File: src/rtl/ictl_pkg.sv
package ictl_pkg;
  typedef enum logic [1:0] {
    SEL_PEND  = 2'd0,
    SEL_MASK  = 2'd1,
    SEL_LEVEL = 2'd2,
    SEL_CTRL  = 2'd3
  } reg_sel_e;
endpackage

File: src/rtl/ictl_rst_sync.sv
module ictl_rst_sync #(
  parameter int STAGES = 2
) (
  input  logic clk,
  input  logic rst_n,
  output logic rst_sn
);
  logic [STAGES-1:0] chain_q;
  logic [STAGES-1:0] chain_d;

  always_comb begin
    chain_d = {chain_q[STAGES-2:0], 1'b1};
  end

  always_ff @(posedge clk or negedge rst_n) begin
    if (!rst_n) chain_q <= '0;
    else        chain_q <= chain_d;
  end

  assign rst_sn = chain_q[STAGES-1];
endmodule

File: src/rtl/ictl_pend.sv
module ictl_pend #(
  parameter int N = 32
) (
  input  logic         clk,
  input  logic         rst_sn,
  input  logic [N-1:0] req_i,
  output logic [N-1:0] pend_o
);
  logic [N-1:0] pend_q;
  logic [N-1:0] pend_d;
  logic         pend_en;

  always_comb begin
    pend_en = 1'b1;
    pend_d  = req_i;
  end

  always_ff @(posedge clk or negedge rst_sn) begin
    if (!rst_sn)      pend_q <= '0;
    else if (pend_en) pend_q <= pend_d;
  end

  assign pend_o = pend_q;
endmodule

File: src/rtl/ictl_regs.sv
module ictl_regs
  import ictl_pkg::*;
#(
  parameter int N = 32
) (
  input  logic         clk,
  input  logic         rst_sn,
  input  logic         wr_en_i,
  input  logic         rd_en_i,
  input  logic [1:0]   addr_i,
  input  logic [N-1:0] wdata_i,
  input  logic [N-1:0] pend_i,
  output logic [N-1:0] mask_o,
  output logic [N-1:0] level_o,
  output logic         dim_o,
  output logic [N-1:0] rdata_o
);
  reg_sel_e     sel;
  logic [N-1:0] mask_q,  mask_d;
  logic [N-1:0] level_q, level_d;
  logic         dim_q,   dim_d;
  logic [N-1:0] rdata_q, rdata_d;
  logic         mask_en, level_en, dim_en;

  always_comb begin
    sel      = reg_sel_e'(addr_i);
    mask_en  = wr_en_i && (sel == SEL_MASK);
    level_en = wr_en_i && (sel == SEL_LEVEL);
    dim_en   = wr_en_i && (sel == SEL_CTRL);
    mask_d   = wdata_i;
    level_d  = wdata_i;
    dim_d    = wdata_i[0];
    rdata_d  = '0;
    if (rd_en_i) begin
      unique case (sel)
        SEL_PEND:  rdata_d = pend_i;
        SEL_MASK:  rdata_d = mask_q;
        SEL_LEVEL: rdata_d = level_q;
        SEL_CTRL:  rdata_d = {{(N-1){1'b0}}, dim_q};
        default:   rdata_d = '0;
      endcase
    end
  end

  // mask has no reset by intent: software owns its first value
  always_ff @(posedge clk) begin
    if (mask_en) mask_q <= mask_d;
  end

  always_ff @(posedge clk or negedge rst_sn) begin
    if (!rst_sn) begin
      level_q <= '0;
      dim_q   <= 1'b0;
      rdata_q <= '0;
    end else begin
      if (level_en) level_q <= level_d;
      if (dim_en)   dim_q   <= dim_d;
      rdata_q <= rdata_d;
    end
  end

  assign mask_o  = mask_q;
  assign level_o = level_q;
  assign dim_o   = dim_q;
  assign rdata_o = rdata_q;
endmodule

File: src/rtl/ictl_route.sv
module ictl_route #(
  parameter int N = 32
) (
  input  logic [N-1:0] pend_i,
  input  logic [N-1:0] mask_i,
  input  logic [N-1:0] level_i,
  input  logic         dim_i,
  input  logic         idle_i,
  output logic         irq_o,
  output logic         fiq_o
);
  logic         bypass;
  logic [N-1:0] to_irq, to_fiq;

  assign bypass = idle_i & ~dim_i;

  for (genvar g = 0; g < N; g++) begin : g_src
    logic act;
    assign act       = pend_i[g] & (mask_i[g] | bypass);
    assign to_irq[g] = act & ~level_i[g];
    assign to_fiq[g] = act &  level_i[g];
  end

  assign irq_o = |to_irq;
  assign fiq_o = |to_fiq;
endmodule

File: src/rtl/ictl_top.sv
module ictl_top #(
  parameter int NSRC       = 32,
  parameter int SYNC_STAGE = 2
) (
  input  logic            clk,
  input  logic            rst_n,
  input  logic [NSRC-1:0] req_i,
  input  logic            idle_i,
  input  logic            wr_en_i,
  input  logic            rd_en_i,
  input  logic [1:0]      addr_i,
  input  logic [NSRC-1:0] wdata_i,
  output logic [NSRC-1:0] rdata_o,
  output logic            irq_o,
  output logic            fiq_o
);
  logic            rst_sn;
  logic [NSRC-1:0] pend, mask, level;
  logic            dim;

  ictl_rst_sync #(.STAGES(SYNC_STAGE)) u_rst (
    .clk(clk), .rst_n(rst_n), .rst_sn(rst_sn)
  );

  ictl_pend #(.N(NSRC)) u_pend (
    .clk(clk), .rst_sn(rst_sn), .req_i(req_i), .pend_o(pend)
  );

  ictl_regs #(.N(NSRC)) u_regs (
    .clk(clk), .rst_sn(rst_sn), .wr_en_i(wr_en_i), .rd_en_i(rd_en_i),
    .addr_i(addr_i), .wdata_i(wdata_i), .pend_i(pend),
    .mask_o(mask), .level_o(level), .dim_o(dim), .rdata_o(rdata_o)
  );

  ictl_route #(.N(NSRC)) u_route (
    .pend_i(pend), .mask_i(mask), .level_i(level), .dim_i(dim),
    .idle_i(idle_i), .irq_o(irq_o), .fiq_o(fiq_o)
  );
endmodule

File: config.mk
export PLATFORM = sky130hd
export DESIGN_NAME = ictl_top
export DESIGN_NICKNAME = d
export VERILOG_FILES = /design/src/rtl/ictl_pkg.sv /design/src/rtl/ictl_rst_sync.sv /design/src/rtl/ictl_pend.sv /design/src/rtl/ictl_regs.sv /design/src/rtl/ictl_route.sv /design/src/rtl/ictl_top.sv
export SDC_FILE = /design/constraint.sdc
export NUM_CORES = 1
export LEC_CHECK = 0
export ABC_CLOCK_PERIOD_IN_PS = 5170
export BUFFER_PORTS_ARGS = -buffer_cell sky130_fd_sc_hd__buf_2
export CELL_PAD_IN_SITES_DETAIL_PLACEMENT = 1
export CELL_PAD_IN_SITES_GLOBAL_PLACEMENT = 1
export CORE_MARGIN = 5
export CORE_UTILIZATION = 34
export DETAILED_ROUTE_END_ITERATION = 8
export PLACE_DENSITY = 0.63
export SYNTH_ARGS = -nofsm -noshare
export SYNTH_HDL_FRONTEND = slang
export SYNTH_SLANG_ARGS = --single-unit
File: constraint.sdc
create_clock -name clk -period 5.17 [get_ports clk]
set_clock_uncertainty 0.15 [all_clocks]
set_input_delay 0.517 -clock clk [delete_from_list [all_inputs] [get_ports clk]]
set_output_delay 0.517 -clock clk [all_outputs]
set_load 0.005 [all_outputs]
==> run summary <==
Setup CP Type = flop to output port
logic gate share of total power = 10.6%
Post-CTS Setup Inserts = 0
CP delay by family, top = simple AND/OR/NAND/NOR gates
post-synthesis simple-gate area fraction = 10.07%
fin nets = 598
fraction of the mapped netlist area in compound gates = 11.83%
Synth cell types = 26
first-pass GRT wire length = 22.98 mm
Clk network pwr share = 45.1%
worst r2r dst = u_regs.level_o[21]$_DFFE_PN0P_
Lkg Pwr = 2.953 nW
Setup crit start = u_regs.dim_o$_DFFE_PN0P_
slowest stage cell, crit path = nor2b_4
TritonCTS Buffers = 17
clk root buf = clkbuf_16
CP endpoint = fiq_o
Adder-Cell Fraction of Synth Area = 0%
synthesized area per cell = 13.01 um2
Hold Slack = 45.39 ps
period utilization = 68.73%
Die ar. = 0.01892 mm2
antenna viol nets, final = 0
FMAX = 0.2814 GHz
dpl hpwl = 10.17 mm
crit path time final = 3553 ps
vias in the first global route = 4,156
cell area after synthesis = 0.005530 mm2
Critical Path, Cell by Cell = nor2b_4 -> o21ai_0 -> o2111ai_1 -> nor4_1 -> nand2_1 -> buf_2
Die Y = 137.5 um
xor/xnor share of the synthesized area = 0%
slew margin rel. = 16.72%
Net Sw Frac = 24.51%
Seq/Total Area, Yosys = 62.17%
Max Slew Vio Count = 0
I/O Buffers = 104
n_diodes = 0
Resized cells post-CTS = 0
CTS tree = built
CTS H-tree lvls = 4
Clock transition at path regs = 60 ps
largest family of logic cells by synthesized area = multiplexers
setup violators final = 0
Overflow after GRT = 0
P&R area growth vs syn = 24.07%
Core ar. = 0.01594 mm2
WP data required = 4500 ps
IO Count = 105
Switch Pwr = 0.0006876 W
RD Place Congestion = 0.8035
Filler Cells Inserted = 1,718
synth warn = 0
Initial DRC Count = 191
Post-Route WL = 14.76 mm
final core utilization = 43.04%
clock latency reported for the late side of the worst-skew pair = 420 ps
RSZ-0062 raised after global routing = no
critical path buffer and inverter count = 1
Die W = 137.5 um
status = finished clean
drt first pass iters = 4
Hold Violations, Final = 0
CP Capture Type = output port
VDD IR max = 0.2358 mV
Pint = 0.002117 W
mux share of post-synthesis cell area = 12.74%
Reg2Reg Depth = 1
CTS sink count = 131
largest net degree at the start of global routing = 57
FP Rows = 46
Max FO, Critical Path = 56
PD cells = 408.8 mW/mm2
Crit path arrival time = 2890 ps
post-synthesis net count = 496
setup TNS = 0 ps
Hold Buf Count CTS = 1
DR vias/cell = 5.074
reg-to-reg slack, setup = 3550 ps
flops & latches, synth = 131
share of layout cells above drive strength 1 = 32.96%
Max Cap Viol = 0
via count = 3,836
Bufs on Longest Clock Path = 2
Tot GR Track Use = 16.38%
Remaining DRCs = 0
slowest cell delay on critical path = 970 ps
Routed WL per cell = 19.53 um
Setup crit start kind = flop
initial antenna violation count = 1
Post-Syn Instances = 425
Critical Path Stages = 6
Initial Util = 34.69%
class of the worst hold path = input port to flop
Reg power frac = 44.3%
Worst Max-Slew Pin Slew = 1247 ps
Worst R2R Start = u_rst.chain_q[1]$_DFF_PN0_
-- per-layer routing --
layer / wire, um / vias up / global-route usage [%] / share of wire [%]
met2: 7257 / 78 / 26.36 / 49
met3: 657 / 19 / 4.492 / 4.5
met5: 11 / - / 0 / 0.075
met4: 229 / 2 / 5.654 / 1.6
met1: 6608 / 1962 / 21.32 / 45
li1: - / 1775 / - / -
-- cell type report --
type,instances,area (um2),share of cell area [%]
Clock buffer,18,439.2,6.400
Clock inverter,14,185.2,2.699
Inverter,8,30.03,0.4376
Multi-Input combinational cell,260,1934,28.19
Sequential cell,131,3442,50.16
Tap cell,216,270.3,3.939
Timing Repair Buffer,109,560.5,8.169
-- synth_stat cells --
master | number | area, um2
dfrtp_1 | 99 | 2477
mux2i_1 | 31 | 310.3
o211ai_1 | 24 | 180.2
o21ai_0 | 63 | 315.3
mux2_2 | 33 | 371.6
edfxtp_1 | 32 | 960.9
nor2_1 | 1 | 3.750
nor4_1 | 3 | 18.77
conb_1 | 1 | 3.750
nor3_1 | 3 | 15.01
buf_6 | 4 | 45.04
nand4_1 | 1 | 6.260
buf_4 | 1 | 7.510
inv_1 | 8 | 30.03
o2111ai_1 | 11 | 96.34
o22ai_1 | 10 | 62.56
nand3b_1 | 29 | 217.7
nand3_1 | 1 | 5.000
buf_2 | 9 | 45.04
nand2_1 | 5 | 18.77
buf_1 | 1 | 3.750
nor2b_1 | 10 | 62.56
clkbuf_1 | 11 | 41.29
mux4_2 | 1 | 22.52
nor2b_2 | 1 | 8.760
and2_1 | 32 | 200.2
-- how the worst min path moves through the flow --
stage	start	endpoint	slack (ps)	cells past startpoint
after detailed placement	rst_n	u_rst.chain_q[0]$_DFF_PN0_	150	1
after CTS	req_i[29]	u_pend.pend_o[29]$_DFF_PN0_	30	1
final	req_i[15]	u_pend.pend_o[15]$_DFF_PN0_	50	1
after global routing	req_i[9]	u_pend.pend_o[9]$_DFF_PN0_	30	1
after floorplan	rst_n	u_rst.chain_q[0]$_DFF_PN0_	70	0
after global placement	rst_n	u_rst.chain_q[0]$_DFF_PN0_	150	1
-- power groups by stage --
stage,Combinational (W),Clock [W],Sequential (W)
CTS,0.000305,0.00129,0.00124
floorplan,0.000193,0,0.00124
finish,0.000298,0.00126,0.00124
global route,0.000332,0.00133,0.00126
global placement,0.000292,0,0.00125
detailed placement,0.000301,0,0.00126
-- stage by stage --
step / power (W) / instances / setup WS [ps] / instance area [um2]
final: 0.002805 / 756 / 1617 / 6862
after global routing: 0.002922 / 756 / 1420 / 6862
after floorplan: 0.001433 / 425 / 2058 / 5530
after global placement: 0.001547 / 723 / 1988 / 6227
after detailed placement: 0.001563 / 723 / 1882 / 6227
after CTS: 0.002838 / 756 / 1624 / 6862
-- logic make-up (layout without fill, tap and decap cells) --
| kind of cell | after synthesis | after routing |
|---|---|---|
| AOI/OAI and AO/OA | 108 | 108 |
| buffers and inverters | 34 | 149 |
| DFF | 131 | 131 |
| muxes | 65 | 65 |
| other | 1 | 1 |
| and+or+nand+nor | 86 | 86 |
-- cells in the final DEF (no fill, tap or decap), drive strengths merged --
master,Yosys,layout
buf,15,108
mux2,33,33
o211ai,24,24
bufinv,0,4
clkinv,0,6
nand2,5,5
nand3,1,1
nor4,3,3
nor3,3,3
o2111ai,11,11
and2,32,32
o22ai,10,10
dfrtp,99,99
mux2i,31,31
clkbuf,11,18
nor2b,11,11
nand3b,29,29
edfxtp,32,32
inv,8,9
clkinvlp,0,3
mux4,1,1
nor2,1,1
conb,1,1
dlygate4sd3,0,1
o21ai,63,63
nand4,1,1
-- sequential cells by signal, summed over array words and instances, names as in the netlist --
name / flops
u_regs.rdata_o: 32
u_regs.dim_o: 1
u_regs.level_o: 32
u_regs.mask_o: 32
u_rst.chain_q: 2
u_pend.pend_o: 32
Note: power is estimated with default switching activity, not from simulation.
